**config.mk**
```make
export PLATFORM = sky130hd
export DESIGN_NAME = ptr_unit
export DESIGN_NICKNAME = d
export VERILOG_FILES = /design/src/rtl/ptr_unit_pkg.sv /design/src/rtl/ptr_slot_decode.sv /design/src/rtl/ptr_agu.sv /design/src/rtl/ptr_bank.sv /design/src/rtl/ptr_unit.sv
export SDC_FILE = /design/constraint.sdc
export NUM_CORES = 1
export LEC_CHECK = 0
export BUFFER_PORTS_ARGS = -buffer_cell sky130_fd_sc_hd__buf_2
export CORE_MARGIN = 4
export CORE_UTILIZATION = 54
export DETAILED_ROUTE_END_ITERATION = 10
export GPL_TIMING_DRIVEN = 0
export PLACE_DENSITY_LB_ADDON = 0.05
export SLEW_MARGIN = 20
export SYNTH_ARGS = -nofsm -noshare
export SYNTH_HDL_FRONTEND = slang
export SYNTH_SLANG_ARGS = --single-unit
export TNS_END_PERCENT = 20
```
**constraint.sdc**
```tcl
create_clock -name clk -period 7.55 [get_ports clk]
set_clock_uncertainty 0.2 [all_clocks]
set_input_delay 1.51 -clock clk [delete_from_list [all_inputs] [get_ports clk]]
set_output_delay 1.51 -clock clk [all_outputs]
set_load 0.02 [all_outputs]
```
**src/rtl/ptr_unit_pkg.sv**
```systemverilog
`timescale 1ns/1ps
package ptr_unit_pkg;

  typedef enum logic [2:0] {
    SLOT_PLAIN   = 3'd0,
    SLOT_POSTDEC = 3'd1,
    SLOT_POSTINC = 3'd2,
    SLOT_PREINC  = 3'd3,
    SLOT_OFFSET  = 3'd4,
    SLOT_LOW     = 3'd5,
    SLOT_HIGH    = 3'd6,
    SLOT_GAP     = 3'd7
  } slot_e;

  localparam int SLOTS_PER_PTR = 8;

  function automatic logic slot_is_virtual(slot_e s);
    return (s == SLOT_PLAIN) || (s == SLOT_POSTDEC) || (s == SLOT_POSTINC) ||
           (s == SLOT_PREINC) || (s == SLOT_OFFSET);
  endfunction

  function automatic logic slot_modifies(slot_e s);
    return (s == SLOT_POSTDEC) || (s == SLOT_POSTINC) || (s == SLOT_PREINC);
  endfunction

endpackage

```
**src/rtl/ptr_slot_decode.sv**
```systemverilog
`timescale 1ns/1ps
module ptr_slot_decode
  import ptr_unit_pkg::*;
#(
  parameter int              N_PTR    = 3,
  parameter int              RA_W     = 8,
  parameter logic [RA_W-1:0] MAP_BASE = 8'hE0,
  parameter int              IDX_W    = 2
) (
  input  logic [RA_W-1:0]  addr,
  output logic             hit,
  output logic [IDX_W-1:0] idx,
  output slot_e            slot
);
  localparam int SPAN = N_PTR * SLOTS_PER_PTR;

  logic [RA_W-1:0] off;

  always_comb begin
    off  = addr - MAP_BASE;
    slot = slot_e'(off[2:0]);
    idx  = off[IDX_W+2:3];
    hit  = (addr >= MAP_BASE) && (int'(off) < SPAN) && (slot != SLOT_GAP);
  end
endmodule

```
**src/rtl/ptr_agu.sv**
```systemverilog
`timescale 1ns/1ps
module ptr_agu
  import ptr_unit_pkg::*;
#(
  parameter int AW = 12,
  parameter int DW = 8
) (
  input  logic [AW-1:0] ptr,
  input  slot_e         slot,
  input  logic [DW-1:0] wreg,
  output logic [AW-1:0] ea,
  output logic [AW-1:0] nxt
);
  logic [AW-1:0] sext;
  logic [AW-1:0] plus1;
  logic [AW-1:0] minus1;

  always_comb begin
    sext   = {{(AW-DW){wreg[DW-1]}}, wreg};
    plus1  = ptr + AW'(1);
    minus1 = ptr - AW'(1);
    unique case (slot)
      SLOT_PREINC: ea = plus1;
      SLOT_OFFSET: ea = ptr + sext;
      default:     ea = ptr;
    endcase
    unique case (slot)
      SLOT_POSTDEC:             nxt = minus1;
      SLOT_POSTINC, SLOT_PREINC: nxt = plus1;
      default:                  nxt = ptr;
    endcase
  end
endmodule

```
**src/rtl/ptr_bank.sv**
```systemverilog
`timescale 1ns/1ps
module ptr_bank #(
  parameter int N_PTR = 3,
  parameter int AW    = 12,
  parameter int DW    = 8,
  localparam int HI_W = AW - DW
) (
  input  logic                        clk,
  input  logic                        rst_n,
  input  logic [N_PTR-1:0]            lo_we,
  input  logic [N_PTR-1:0]            hi_we,
  input  logic [N_PTR-1:0][DW-1:0]    lo_d,
  input  logic [N_PTR-1:0][HI_W-1:0]  hi_d,
  output logic [N_PTR-1:0][AW-1:0]    ptr_q
);
  for (genvar g = 0; g < N_PTR; g++) begin : g_ptr
    logic [DW-1:0]   lo_q, lo_nx;
    logic [HI_W-1:0] hi_q, hi_nx;

    always_comb begin
      lo_nx = lo_we[g] ? lo_d[g] : lo_q;
      hi_nx = hi_we[g] ? hi_d[g] : hi_q;
    end

    always_ff @(posedge clk or negedge rst_n) begin
      if (!rst_n) begin
        lo_q <= '0;
        hi_q <= '0;
      end else begin
        lo_q <= lo_nx;
        hi_q <= hi_nx;
      end
    end

    assign ptr_q[g] = {hi_q, lo_q};
  end
endmodule

```
**src/rtl/ptr_unit.sv**
```systemverilog
`timescale 1ns/1ps
module ptr_unit
  import ptr_unit_pkg::*;
#(
  parameter int                   N_PTR    = 3,
  parameter int                   AW       = 12,
  parameter int                   DW       = 8,
  parameter int                   RA_W     = 8,
  parameter logic [RA_W-1:0]      MAP_BASE = 8'hE0,
  parameter logic [AW-RA_W-1:0]   SFR_PAGE = 4'hF
) (
  input  logic            clk,
  input  logic            rst_n,
  input  logic [RA_W-1:0] reg_addr,
  input  logic            rd_en,
  input  logic            wr_en,
  input  logic [DW-1:0]   wr_data,
  input  logic [DW-1:0]   wreg,
  output logic [DW-1:0]   rd_data,
  output logic [AW-1:0]   ram_addr,
  output logic            ram_en,
  output logic            ram_we,
  output logic [DW-1:0]   ram_wdata,
  input  logic [DW-1:0]   ram_rdata
);
  localparam int HI_W  = AW - DW;
  localparam int IDX_W = (N_PTR > 1) ? $clog2(N_PTR) : 1;

  // reset: asserted asynchronously, released after two clock edges
  logic [1:0] rst_pipe;
  logic       rst_sync_n;

  always_ff @(posedge clk or negedge rst_n) begin
    if (!rst_n) rst_pipe <= '0;
    else        rst_pipe <= {rst_pipe[0], 1'b1};
  end
  assign rst_sync_n = rst_pipe[1];

  // access qualification
  logic do_wr, do_rd;
  assign do_wr = wr_en;
  assign do_rd = rd_en & ~wr_en;

  // decode of the CPU register address
  logic             hit_a;
  logic [IDX_W-1:0] idx_a;
  slot_e            slot_a;

  ptr_slot_decode #(.N_PTR(N_PTR), .RA_W(RA_W), .MAP_BASE(MAP_BASE), .IDX_W(IDX_W))
    i_dec_reg (.addr(reg_addr), .hit(hit_a), .idx(idx_a), .slot(slot_a));

  logic [N_PTR-1:0][AW-1:0] ptr_q;
  logic [AW-1:0]            cur_ptr;

  always_comb begin
    cur_ptr = '0;
    for (int n = 0; n < N_PTR; n++) begin
      if (idx_a == IDX_W'(n)) cur_ptr = ptr_q[n];
    end
  end

  // effective address and auto-modified value
  logic [AW-1:0] ea, nxt;

  ptr_agu #(.AW(AW), .DW(DW))
    i_agu (.ptr(cur_ptr), .slot(slot_a), .wreg(wreg), .ea(ea), .nxt(nxt));

  // decode of the effective address against the operand window
  logic             hit_e_raw;
  logic [IDX_W-1:0] idx_e;
  slot_e            slot_e_q;

  ptr_slot_decode #(.N_PTR(N_PTR), .RA_W(RA_W), .MAP_BASE(MAP_BASE), .IDX_W(IDX_W))
    i_dec_ea (.addr(ea[RA_W-1:0]), .hit(hit_e_raw), .idx(idx_e), .slot(slot_e_q));

  logic          ea_hit, ea_virt, ea_preg, indirect;
  logic [AW-1:0] tgt_ptr;

  always_comb begin
    indirect = (do_wr | do_rd) & hit_a & slot_is_virtual(slot_a);
    ea_hit   = (ea[AW-1:RA_W] == SFR_PAGE) & hit_e_raw;
    ea_virt  = ea_hit & slot_is_virtual(slot_e_q);
    ea_preg  = ea_hit & ~slot_is_virtual(slot_e_q);
    tgt_ptr  = '0;
    for (int n = 0; n < N_PTR; n++) begin
      if (idx_e == IDX_W'(n)) tgt_ptr = ptr_q[n];
    end
  end

  // data-memory port
  always_comb begin
    ram_en    = indirect & ~ea_virt & ~ea_preg;
    ram_we    = ram_en & do_wr;
    ram_addr  = ea;
    ram_wdata = wr_data;
  end

  // read data path
  always_comb begin
    rd_data = '0;
    if (do_rd && hit_a) begin
      if (slot_a == SLOT_LOW) begin
        rd_data = cur_ptr[DW-1:0];
      end else if (slot_a == SLOT_HIGH) begin
        rd_data = DW'(cur_ptr[AW-1:DW]);
      end else if (ea_virt) begin
        rd_data = '0;
      end else if (ea_preg) begin
        rd_data = (slot_e_q == SLOT_LOW) ? tgt_ptr[DW-1:0] : DW'(tgt_ptr[AW-1:DW]);
      end else begin
        rd_data = ram_rdata;
      end
    end
  end

  // pointer byte write enables
  logic [N_PTR-1:0]           lo_we, hi_we;
  logic [N_PTR-1:0][DW-1:0]   lo_d;
  logic [N_PTR-1:0][HI_W-1:0] hi_d;

  for (genvar g = 0; g < N_PTR; g++) begin : g_upd
    logic sel_a, sel_e, dir_lo, dir_hi, ind_lo, ind_hi, auto_mod;

    always_comb begin
      sel_a    = hit_a  && (idx_a == IDX_W'(g));
      sel_e    = ea_hit && (idx_e == IDX_W'(g));
      dir_lo   = do_wr & sel_a & (slot_a == SLOT_LOW);
      dir_hi   = do_wr & sel_a & (slot_a == SLOT_HIGH);
      ind_lo   = do_wr & indirect & ea_preg & sel_e & (slot_e_q == SLOT_LOW);
      ind_hi   = do_wr & indirect & ea_preg & sel_e & (slot_e_q == SLOT_HIGH);
      auto_mod = indirect & sel_a & slot_modifies(slot_a) & ~(do_wr & ea_preg);
      lo_we[g] = dir_lo | ind_lo | auto_mod;
      hi_we[g] = dir_hi | ind_hi | auto_mod;
      lo_d[g]  = auto_mod ? nxt[DW-1:0]  : wr_data;
      hi_d[g]  = auto_mod ? nxt[AW-1:DW] : wr_data[HI_W-1:0];
    end
  end

  ptr_bank #(.N_PTR(N_PTR), .AW(AW), .DW(DW))
    i_bank (.clk(clk), .rst_n(rst_sync_n), .lo_we(lo_we), .hi_we(hi_we),
            .lo_d(lo_d), .hi_d(hi_d), .ptr_q(ptr_q));

endmodule

```
## Yosys cells after proc, flatten, opt, wreduce, memory -nomap -nowiden

Cells that the tools add are included.

| word-level totals | value |
|---|---|
| bits in registers | 38 |
| bits in latches | 0 |
| RAM bits | 0 |
| memory bits (read-only) | 0 |
| output and inout port bits | 30 |
| word-level logic and storage cells | 138 |
| memories | 0 |

| cells by class | value |
|---|---|
| add/subtract/negate cells | 5 |
| multiply operators | 0 |
| divide/modulo/power cells | 0 |
| $lt $le $gt $ge | 4 |
| equal/unequal tests | 19 |
| shift-type cells | 0 |
| multiplexer cells | 20 |
| bitwise logic cells | 57 |
| reduce and logical (&&, ||, !) cells | 26 |

Operators with widths:

| operator | number |
|---|---|
| 2-to-1 mux 12 bit | 6 |
| 2-to-1 mux 8 bit | 9 |
| case mux 12 bit (2 select lines) | 2 |
| bitwise AND 1 bit | 39 |
| equality test 3 bit (second input constant) | 6 |
| greater-or-equal comparator 8 bit (second input constant) | 2 |
| < comparator 8 x 5 -> 1 bit (second input constant) | 2 |
| subtractor 8 bit (second input constant) | 2 |
| OR 1 bit | 13 |
| adder 12 x 1 -> 12 bit (second input constant) | 1 |
| adder 12 bit | 1 |
| equality test 3 x 2 -> 1 bit (second input constant) | 4 |
| 2-to-1 mux 4 bit | 3 |
| subtractor 12 x 1 -> 12 bit (second input constant) | 1 |
| logical AND 1 bit | 11 |
| logical OR 1 bit | 10 |
| equality test 3 x 1 -> 1 bit (second input constant) | 2 |
| zero test 3 bit | 2 |
| != test 3 bit (second input constant) | 2 |
| NOT 1 bit | 5 |
| equality test 2 x 1 -> 1 bit (second input constant) | 2 |
| equality test 2 bit (second input constant) | 2 |
| equality test 4 bit (second input constant) | 1 |
| zero test 2 bit | 2 |
| OR reduction 2 bit | 1 |

## Depth between registers and ports, before layout

Gate-level depths: netlist (run 1).

| logic depth | value |
|---|---|
| depth in word-level cells | 20 |
| mapped depth | 22 |
| gate-level depth less buffers | 18 |

## By module

Synthesis (run 1) repeated with hierarchy kept, for this count alone.

| second synthesis, totals | value |
|---|---|
| cells, all modules | 537 |
| area, all modules | 4648.2 µm² |

By module, submodules not included:

| module | instances | cells each | area an instance (µm²) | sequential area each (µm²) |
|---|---|---|---|---|
| ptr_unit | 1 | 215 | 1616.6 | 50.0 |
| ptr_bank | 1 | 75 | 1430.1 | 900.9 |
| ptr_agu | 1 | 223 | 1413.9 | 0.0 |
| ptr_slot_decode | 2 | 12 | 93.8 | 0.0 |

## Worst setup path after synthesis (run 1)

OpenSTA, ideal clock, no wires.

| path | value |
|---|---|
| kind | input to output |
| start point | in reg_addr[4] |
| end point | out rd_data[4] |
| arrival time | 6.148 ns |
| setup slack | -0.308 ns |
| stages | 19 |
| path buffers | 3 |
| cells stage by stage | buf_4 > buf_4 > nand3b_1 > o21a_1 > clkinv_1 > ha_1 > or2_2 > a41oi_1 > xor2_1 > nor2_1 > or3_1 > ha_1 > a311oi_1 > nand2_1 > or4_1 > buf_2 > nor4_1 > a21oi_1 > o21ai_0 |

| between the ends | value |
|---|---|
| elaborated cells between the ends (all ways) | 48 |
| classes of those cells | add/sub: 4; order compare: 4; eq/ne: 11; mux: 13; bitwise: 4; reduce/logical: 12 |

RTL lines:

| element | line | RTL |
|---|---|---|
| from (decl) | ptr_unit.sv:14 | `input logic [RA_W-1:0] reg_addr,` |
| subtractor 8 bit (*) | ptr_slot_decode.sv:20 | `off = addr - MAP_BASE;` |
| zero test 2 bit | ptr_unit.sv:58 | `if (idx_a == IDX_W'(n)) cur_ptr = ptr_q[n];` |
| 2-to-1 mux 12 bit (2 in series) | ptr_unit.sv:58 |  |
| 2-to-1 mux 12 bit (*) | ptr_unit.sv:58 |  |
| adder 12 bit or adder 12 x 1 -> 12 bit (tied branches) | ptr_agu.sv:24, ptr_agu.sv:20 |  |
| case mux 12 bit (2 select lines) (*) | ptr_agu.sv:22 | `unique case (slot)` |
| via ram_addr[5] | ptr_unit.sv:20 | `output logic [AW-1:0] ram_addr,` |
| subtractor 8 bit | ptr_slot_decode.sv:20 |  |
| < comparator 8 x 5 -> 1 bit | ptr_slot_decode.sv:23 | `hit = (addr >= MAP_BASE) && (int'(off) < SPAN) && (slot != SLOT_GAP);` |
| logical AND 1 bit (*) (2 in series) | ptr_slot_decode.sv:23 |  |
| bitwise AND 1 bit (*) | ptr_unit.sv:81 | `ea_hit = (ea[AW-1:RA_W] == SFR_PAGE) & hit_e_raw;` |
| bitwise AND 1 bit | ptr_unit.sv:83 | `ea_preg = ea_hit & ~slot_is_virtual(slot_e_q);` |
| 2-to-1 mux 8 bit | ptr_unit.sv:108 | `end else if (ea_preg) begin` |
| 2-to-1 mux 8 bit (*) | ptr_unit.sv:106 | `end else if (ea_virt) begin` |
| 2-to-1 mux 8 bit (*) | ptr_unit.sv:104 | `end else if (slot_a == SLOT_HIGH) begin` |
| 2-to-1 mux 8 bit (*) | ptr_unit.sv:102 | `if (slot_a == SLOT_LOW) begin` |
| 2-to-1 mux 8 bit (*) | ptr_unit.sv:101 | `if (do_rd && hit_a) begin` |
| to (decl) | ptr_unit.sv:19 | `output logic [DW-1:0] rd_data,` |

Mark *: on every way through the listed nets, which the timed path passes. The rest lies on a longest branch.

## Worst setup path in the final report (run 1)

| path | value |
|---|---|
| start point | in reg_addr[3] |
| end point | out rd_data[4] |

| between the ends | value |
|---|---|
| cells in the longest elaborated chain, start to end | 20 |
| elaborated cells between the ends (all ways) | 48 |
| classes of those cells | add/sub: 4; order compare: 4; eq/ne: 11; mux: 13; bitwise: 4; reduce/logical: 12 |

Ends and longest elaborated chain:

| element | line |
|---|---|
| parallel branches: the longest is 19 deep, another holds adder 12 bit | -- |
| 2-to-1 mux 8 bit (*) | ptr_unit.sv:101 |

Mark *: on every way between the ends.

==> results by stage, run 1 <==
Outcome:
- The run finished with clean final reports.

Critical path:
- The terminus of the critical flop-to-flop path is i_bank.g_ptr[2].hi_q[2]$_DFFE_PN0P_.
- The worst register-to-register path has a depth of 17.
- Of all nets on the critical path, the largest fanout is 10.
- Data on the critical path arrives at its endpoint at 5.75 ns.
- The required time of the worst setup path is 5.84 ns.
- The worst setup path is launched from a primary input.
- The setup path with the least slack is of type primary input to output pin.
- The timing endpoint of the critical path is rd_data[4].
- For flop-to-flop paths, the worst setup slack is 2.64 ns.
- The launching instance or port of the critical path is reg_addr[3].
- The type of element capturing the critical path is an output pin.
- The start of the worst register-to-register path is i_bank.g_ptr[1].lo_q[3]$_DFFE_PN0P_.

Die:
- The die outline width is 101 um.
- From bottom edge to top edge, the die measures 101 um.
- The initialized floorplan defines 33 standard-cell rows.
- The die covers 0.0101 sq mm.
- Once the floorplan was initialized, standard cells occupied 56.0% of the core.
- In this run the count of I/O pins placed on the die edge is 66.
- The region available for standard cell placement spans 0.00826 sq mm.

Final layout:
- The utilization of the core after routing is 70.5%.
- The number of nets in the finished design is 721.
- From synthesis to final layout, the design area changed by 25.9%.
- The number of antenna cells inserted is 0.
- Once layout is done, the placed cells without fillers occupy 0.00582 sq mm.
- The number of cells in the finished layout apart from fillers is 774.
- The fraction of final layout cells with drive strength greater than 1 is 31.5%.

Job:
- Max-cap violations in this run came to 0.

Clock tree:
- The insertion delay of the later-clocked pin in the worst-skew pair is 0.30 ns.
- The total number of clock tree sinks is 38.
- The total number of H-tree levels is 2.
- After clock tree synthesis, the clock-pin slew on the worst setup and hold paths is 0.07 ns.
- The clock tree from TritonCTS is built.
- The clock tree root driver cell is clkbuf_8.
- The CTS buffer count is 5.
- No sink is reached through more buffers than the 2 on the longest clock path.

Placement:
- Before CTS, the worst setup slack after placement is -0.899 ns.
- The detailed placer's ending HPWL is 13.4 mm.
- The weighted congestion reported at the end of routability-driven placement is 1.10.
- The number of placed instances, taps included, is 742.
- The count of buffers added on input and output ports is 62.
- The post-place instance area is 0.00513 sq mm.

Worst hold path:
- The worst hold-check path type is flip-flop to asynchronous set/reset pin.

Global route:
- The pin count of the biggest net entering global routing is 28.
- The number of antenna violations at the first check in global routing is 0.
- The first global-routing pass estimated 27.2 mm of wire.
- The total overflow left after global routing is 0.
- Global routing consumed, over all layers together, 34.4% of the routing resources.
- The number of global-route vias before repair is 5040.

Timing:
- Setup violations remaining at the end of the flow were counted as 0.
- Dividing the final minimum period by the clock period gives 98.9%.
- The final max-slew violation count was 0.
- Setup repair after global routing could not meet its margin everywhere.
- The maximum frequency from static timing analysis is 0.134 GHz.
- The clock period minus final worst setup slack is 7.46 ns.
- At the pin with the least slew margin, the transition time is 0.991 ns.
- The minimum setup slack in the final design is 0.0860 ns.
- Headroom to the max-slew limit came out at 33.4%.
- The final-report hold violation count is 0.

Drt:
- For this run, design rule violations remaining after detail routing come to 0.
- The total number of vias is 5310.
- Once detail routing completed, the nets flagged for antenna violations numbered 0.
- The aggregate routed wire length is 17.7 mm.
- The routed length per instance is 22.9 um.
- After detailed routing, the number of vias per cell comes to 6.86.
- The first detailed-routing pass ran for 8 iterations.
- The detailed router finished its first iteration with 635 violations.

Power:
- In this run the power density over the cells is 106 mW/mm^2.
- The completed layout was analyzed and its total power is 0.616 mW.
- Summed over all cells, the static leakage comes to 2.63 nW.
- The worst-case IR drop observed on VDD is 0.160 mV.

Synthesis:
- After synthesis the cells add up to 0.00463 sq mm.
- The count of different cell masters after synthesis is 89.
- During synthesis, Yosys emitted a total of 0 warnings.
- When the netlist entered floorplanning its net count stood at 627.
- The mean instance size in the synthesized netlist is 8.06 sq um.
- The proportion of synthesized flip-flops having asynchronous set or reset is 100%.
- After synthesis the netlist holds a flip-flop and latch count of 38.
- The number of instances in the synthesized netlist is 574.
- Counting flops with a built-in enable in the synthesized netlist gives 0.
- The leading register cell type out of synthesis is dfrtp_1.
- Summing the sequential cell areas from Yosys gives 20.6% of the chip area.
==> cells in the mapped netlist (5+ instances only) <==
cell type / count / area [sq um]
and3_1: 7 / 43.8
nor3_1: 9 / 45.0
a221o_1: 8 / 80.1
buf_4: 16 / 120
buf_6: 5 / 56.3
o211ai_1: 5 / 37.5
mux2i_1: 24 / 240
o21ai_0: 20 / 100
a221oi_1: 5 / 43.8
dfrtp_1: 38 / 951
ha_1: 16 / 200
nor4_1: 10 / 62.6
o21a_1: 6 / 45.0
clkbuf_1: 9 / 33.8
nand2b_1: 12 / 75.1
and2_1: 6 / 37.5
buf_2: 13 / 65.1
a21o_1: 7 / 52.6
a31oi_1: 16 / 100
xnor2_1: 14 / 123
nand2_1: 39 / 146
a211oi_1: 11 / 82.6
nor2_1: 46 / 173
a22oi_1: 27 / 203
inv_1: 14 / 52.6
a21oi_1: 55 / 275
nand4_1: 7 / 43.8
nand3_1: 18 / 90.1
==> where the power goes <==
part           internal [mW]  total, mW  switching [mW]
Combinational         0.0887      0.225           0.136
Sequential             0.214      0.226          0.0122
Clock                 0.0922      0.165          0.0727
Total                  0.395      0.616           0.221
==> state kept, by name, summed over array words and instances (netlist names) <==
register           flops
i_bank.g_ptr.hi_q     12
i_bank.g_ptr.lo_q     24
rst_pipe               2
==> worst min path at each step <==
stage	slack, ns	cells after the start	to	startpoint
final	0.03	1	i_bank.g_ptr[0].hi_q[1]$_DFFE_PN0P_	rst_pipe[1]$_DFF_PN0_
after floorplan	0.13	0	rst_pipe[1]$_DFF_PN0_	rst_pipe[0]$_DFF_PN0_
after global placement	0.14	0	rst_pipe[1]$_DFF_PN0_	rst_pipe[0]$_DFF_PN0_
after detailed placement	-0.07	0	i_bank.g_ptr[1].hi_q[3]$_DFFE_PN0P_	rst_pipe[1]$_DFF_PN0_
after CTS	0.03	1	i_bank.g_ptr[0].hi_q[1]$_DFFE_PN0P_	rst_pipe[1]$_DFF_PN0_
after global routing	0.05	1	i_bank.g_ptr[2].lo_q[1]$_DFFE_PN0P_	rst_pipe[1]$_DFF_PN0_
==> stage by stage <==
stage / setup TNS [ns] / hold WS, ns
floorplan: 0 / 0.131
global placement: -7.53 / 0.144
detailed placement: -7.25 / -0.0652
CTS: 0 / 0.0269
global route: -0.483 / 0.0475
finish: 0 / 0.0251
==> metal layers <==
metal  GRT usage [%]  share of wire (%)  up-vias  wire length, um
met5               0                  0        -                0
met4            13.8                4.1        0              732
met1            46.4                 39     2519             6830
li1                -                  -     2380                -
met2            55.9                 47      344             8390
met3            4.22                9.8       67             1740
==> worst max-delay path: stages <==
cell and delay, ns:
buf_8 0.13, clkbuf_16 0.16, buf_6 0.15, o21a_4 0.24, clkinv_4 0.08, ha_4 0.22
or2_2 0.33, a41oi_2 0.23, xor2_1 0.18, nor2_1 0.10, or3_4 0.39, ha_1 0.31
a311oi_2 0.30, nand2_1 0.09, or4_4 0.48, buf_6 0.16, nor4_4 0.29, a21oi_1 0.08
o21ai_2 0.14, buf_6 0.14
==> cell families after synthesis <==
group | after synthesis | synth area share [%]
xor+xnor | 17 | 3.22
flops | 38 | 20.6
other cells | 1 | 0.0811
buf+inv | 66 | 8.11
compound gates | 218 | 34.9
simple gates | 189 | 22.2
mux | 28 | 6.17
fa+ha+maj | 17 | 4.76
==> final cells by class <==
class	count	area, sq um
Multi-Input combinational cell	470	3620
Fill cell	670	2440
Sequential cell	38	952
Timing Repair Buffer	88	564
Buffer	43	344
Tap cell	105	131
Clock buffer	8	110
Inverter	22	95.1
==> repair_timing <==
item,in CTS,in global routing
gates cloned,0,2
gates resized for setup,39,41
setup buffers,11,11
pin swaps,8,11
endpoints found under the hold margin,9,0
hold buffers,1,0
endpoints found under the setup margin,10,9
==> layout by cell type (no fill, tap or decap), drive strengths merged, types with 12 or more instances in the layout <==
cell type,netlist,routed
a211oi,12,12
xnor2,14,14
nor2,47,47
a31oi,17,17
o21ai,25,25
clkbuf,9,18
nand3,18,18
buf,35,120
mux2i,24,24
a22oi,27,27
ha,16,16
dfrtp,38,38
nand2,39,39
nand2b,12,12
a21oi,59,59
inv,19,21
Power figures use the tool's default switching activity.
==> run 2: changes to the inputs <==
--- a/config.mk
+++ b/config.mk
@@ -14,5 +14,6 @@
 export SLEW_MARGIN = 20
 export SYNTH_ARGS = -nofsm -noshare
 export SYNTH_HDL_FRONTEND = slang
+export SYNTH_HIERARCHICAL = 1
 export SYNTH_SLANG_ARGS = --single-unit
 export TNS_END_PERCENT = 20
==> run 2 against run 1 <==
Synthesized cell count shrank 6.4%. Non-clock buffer count down 1. Fmax rose by 0.66%.
==> results by stage, run 2 <==
Final layout:
- The number of antenna cells inserted is 0 (unchanged).
- The area added between synthesis and finish is 20.6% (was 25.9%).
- The top register by number of flip-flops is i_bank/g_ptr.lo_q (was i_bank.g_ptr.lo_q).
- Largest registers ranked by flip-flop count: i_bank/g_ptr.lo_q x24, i_bank/g_ptr.hi_q x12, rst_pipe x2 (was i_bank.g_ptr.lo_q x24, i_bank.g_ptr.hi_q x12, rst_pipe x2).
- The number of flip-flops in the largest register is 24 (unchanged).
- Most used cells in the layout excluding fill and tap cells: buf_2, nand2_1, mux2_2, buf_4, dfrtp_1 (was buf_2, a21oi_1, nor2_1, buf_4, nand2_1).
- The post-route cell area is 0.00561 sq mm (was 0.00582 sq mm).
- The fill cell total of the finished layout came to 710 (was 670).
- The fraction of final layout cells with drive strength greater than 1 is 39.9% (was 31.5%).
- The number of nets in the finished design was 678 (was 721).
- The commonest non-fill, non-tap cell in the layout was buf_2 (unchanged).
- The utilization of the core after routing came to 67.6% (was 70.5%).

Clock tree:
- The total number of clock tree sinks came to 38 (unchanged).
- The CTS buffer count is 5 (unchanged).
- The total number of H-tree levels was 2 (unchanged).
- The clock tree from TritonCTS is built (unchanged).
- The hold-fix buffer count after cts came to 0 (was 1).
- The clock-pin slew on the worst setup and hold paths is 0.08 ns (was 0.07 ns).
- The insertion delay of the later-clocked pin in the worst-skew pair was 0.30 ns (about the same).
- The largest buffer count on any clock path is 2 (unchanged).
- The clock tree root driver cell was clkbuf_8 (unchanged).

Timing:
- The clock period minus final worst setup slack came to 7.41 ns (was 7.46 ns).
- The maximum frequency from static timing analysis is 0.135 GHz (was 0.134 GHz).
- The final max-slew violation count is 0 (unchanged).
- The final-report hold violation count is 0 (unchanged).
- The slew at the pin closest to its max-slew limit is 0.770 ns (was 0.991 ns).
- The final number of setup-violating endpoints came to 0 (unchanged).
- The tightest slew margin relative to the limit is 48.3% (was 33.4%).
- The portion of the clock cycle consumed by the worst path in the final layout was 98.2% (was 98.9%).

Global route:
- The pin count of the biggest net entering global routing is 21 (was 28).
- The sum of overflow across all layers after global routing came to 0 (unchanged).
- The global router's overall resource usage is 30.4% (was 34.4%).
- The wire length of the first global-routing pass is 24.1 mm (was 27.2 mm).
- The number of antenna violations at the first check in global routing is 0 (unchanged).
- The number of global-route vias before repair is 4431 (was 5040).

Synthesis:
- Synth cell count leaders: nand2_1, mux2_2, o21ai_0, dfrtp_1, nor2_1 (was a21oi_1, nor2_1, nand2_1, dfrtp_1, a22oi_1).
- The area share of fa/ha/maj cells after synthesis is 4.47% (was 4.76%).
- The leading area contributor after synthesis is dfrtp_1 (unchanged).
- The number of synthesized flops with an enable pin is 0 (unchanged).
- The largest family of logic cells by synthesized area is multiplexers (was compound AO/OA/AOI/OAI gates).
- The share of the yosys chip area belonging to registers came to 20.5% (was 20.6%).
- The number of instances in the synthesized netlist is 537 (was 574).
- The most instantiated library cell after synthesis is nand2_1 (was a21oi_1).
- The mean instance size in the synthesized netlist was 8.66 sq um (was 8.06 sq um).
- The post-synthesis sequential element count is 38 (unchanged).
- Cells taking the most area after synthesis: dfrtp_1, mux2_2, mux2_4 (was dfrtp_1, a21oi_1, mux2i_1).
- The post-synthesis xor/xnor area fraction is 3.01% (was 3.22%).
- The area share of the largest cell type after synthesis is 20.5% (was 20.6%).
- The number of warnings printed during yosys synthesis is 6 (was 0).
- The synthesized-area fraction occupied by and/or/nand/nor cells was 19.1% (was 22.2%).
- The post-synthesis mux area share came to 25.4% (was 6.17%).
- The fraction of the mapped netlist area in compound gates is 20.0% (was 34.9%).
- The proportion of synthesized flip-flops having asynchronous set or reset came to 100% (unchanged).
- The combined area of all synthesized cells is 0.00465 sq mm (was 0.00463 sq mm).
- The post-synth net total is 589 (was 627).
- The count of different cell masters after synthesis is 68 (was 89).
- The leading register cell type out of synthesis is dfrtp_1 (unchanged).

Power:
- The worst voltage drop across the vdd grid is 0.0934 mV (was 0.160 mV).
- The leakage power is 2.48 nW (was 2.63 nW).
- The total power density per cell area is 108 mW/mm^2 (was 106 mW/mm^2).

Die:
- The number of standard-cell rows in the floorplan is 33 (unchanged).
- The initial core utilization is 56.0% (about the same).
- The vertical extent of the die was 101 um (about the same).
- The number of top-level design ports is 66 (unchanged).
- The die area is 0.0102 sq mm (was 0.0101 sq mm).
- The die outline width is 101 um (about the same).
- The placeable core region is 0.00830 sq mm (was 0.00826 sq mm).

Drt:
- The remaining routing DRC violations is 0 (unchanged).
- The via-per-instance ratio is 6.57 (was 6.86).
- The number of nets with antenna violations after routing is 0 (unchanged).
- The aggregate routed wire length is 15.4 mm (was 17.7 mm).
- The DRC marker count from the first detailed-route iteration is 476 (was 635).
- The routed length per instance is 21.1 um (was 22.9 um).
- The total number of vias is 4811 (was 5310).
- The iteration count of the initial detailed-routing pass was 5 (was 8).

Critical path:
- The type of element capturing the critical path is an output pin (unchanged).
- The number of cells on the critical path is 21 (was 20).
- The cell family contributing the most delay on the critical path is compound AO/OA/AOI/OAI gates (was simple AND/OR/NAND/NOR gates).
- The element type at the critical path start is a primary input (unchanged).
- The endpoint arrival time on the critical path is 5.70 ns (was 5.75 ns).
- The type of the setup path with the least slack is primary input to output pin (unchanged).
- The slowest cell on the critical path is ha_2 (was or4_4).
- The buffers plus inverters on the worst setup path came to 5 (was 6).
- The worst reg2reg path depth is 19 (was 17).
- The most frequent cell on the critical path is buf_4 (was buf_6).
- The highest cell delay on the worst timing path came to 0.41 ns (was 0.48 ns).
- The required time of the worst setup path is 5.84 ns (about the same).
- The worst-path maximum fanout is 10 (unchanged).
- Cell chain of the critical path: buf_2, buf_4, buf_8, mux2i_2, o21ai_2, ha_2, nand2b_4, a21oi_4, o21a_1, nor3_1, o32ai_2, ha_1, nand4b_1, a311oi_2, nand2_2, or3_1, buf_4, nor2_4, o2111ai_2, a21oi_2, buf_4 (was buf_8, clkbuf_16, buf_6, o21a_4, clkinv_4, ha_4, or2_2, a41oi_2, xor2_1, nor2_1, or3_4, ha_1, a311oi_2, nand2_1, or4_4, buf_6, nor4_4, a21oi_1, o21ai_2, buf_6).

Worst hold path:
- The worst hold-check path type is flip-flop to asynchronous set/reset pin (unchanged).

Placement:
- The detailed placer's ending HPWL is 11.5 mm (was 13.4 mm).
- The post-place instance area is 0.00517 sq mm (was 0.00513 sq mm).
- The quantity of I/O buffers inserted on ports was 65 (was 62).
- The weighted congestion reported at the end of routability-driven placement is 0.972 (was 1.10).

Outcome:
- Status: completed (unchanged).

Job:
- The reported max-cap violation count came to 0 (unchanged).
run 2: cell count changes after synthesis, sizes merged, moves of 9 or more:
cell    change
a211oi     -11
a31oi      -15
nor2       -14
a21oi      -32
nand2      +17
inv         -9
a22oi      -20
mux2       +69
o21ai      +25
run 2: metrics by stage:
stage	worst slack [ns]	instances	power (mW)	hold slack [ns]	setup TNS (ns)
final	0.135	732	0.607	0.00971	0
after global routing	-0.0241	732	0.634	0.0413	-0.0585
after CTS	0.00930	725	0.600	0.0242	0
after detailed placement	-0.912	708	0.379	0.0161	-6.25
after global placement	-0.867	707	0.373	0.137	-5.84
after floorplan	0.00755	537	0.330	0.131	0
run 2: final timing paths:
check                                               startpoint                                  end  slack (ns)
hold reg to reg                          rst_pipe[1]$_DFF_PN0_  i_bank/g_ptr[0].lo_q[2]$_DFFE_PN0P_        0.01
hold / removal                           rst_pipe[1]$_DFF_PN0_  i_bank/g_ptr[0].lo_q[2]$_DFFE_PN0P_        0.01
setup reg to reg           i_bank/g_ptr[1].lo_q[1]$_DFFE_PN0P_  i_bank/g_ptr[1].lo_q[0]$_DFFE_PN0P_        2.28
max in group asynchronous                                rst_n                rst_pipe[1]$_DFF_PN0_        6.27
setup / recovery                                   reg_addr[3]                           rd_data[0]        0.14
min in group clk                         rst_pipe[0]$_DFF_PN0_                rst_pipe[1]$_DFF_PN0_        0.16
run 2: logic make-up (layout without fill, tap and decap cells):
group           count (synthesis)  count (layout)
compound gates                142             142
simple gates                  170             170
fa+ha+maj                      16              16
buf+inv                        58             148
flops                          38              38
other cells                     1               1
mux                            96              96
xor+xnor                       16              16
run 2: cell type report:
type | instances | area [sq um] | share of cell area (%)
buffer | 46 | 337 | 6.00
clock inverter | 3 | 68.8 | 1.23
multi-input combinational | 441 | 3520 | 62.7
timing repair buffer | 84 | 495 | 8.84
sequential | 38 | 952 | 17.0
inverter | 10 | 37.5 | 0.669
clock buffer | 5 | 68.8 | 1.23
tap | 105 | 131 | 2.34
run 2: report_power, final:
part           total (mW)  internal [mW]  switching, mW  leakage [nW]
clock               0.214          0.132         0.0819        0.0683
sequential          0.219          0.210        0.00852         0.522
combinational       0.174         0.0747         0.0989          1.89
run 2: repair_timing:
action / CTS / global route
resized for setup: 33 / 25
endpoints found under the setup margin: 10 / 9
pin swaps: 10 / 9
setup buffers: 10 / 8
run 2: layer usage:
| layer | global-route usage, % | routed length [um] |
|---|---|---|
| met5 | 0 | 0 |
| met3 | 4.98 | 1590 |
| met2 | 45.0 | 6630 |
| met4 | 8.60 | 493 |
| met1 | 45.6 | 6700 |
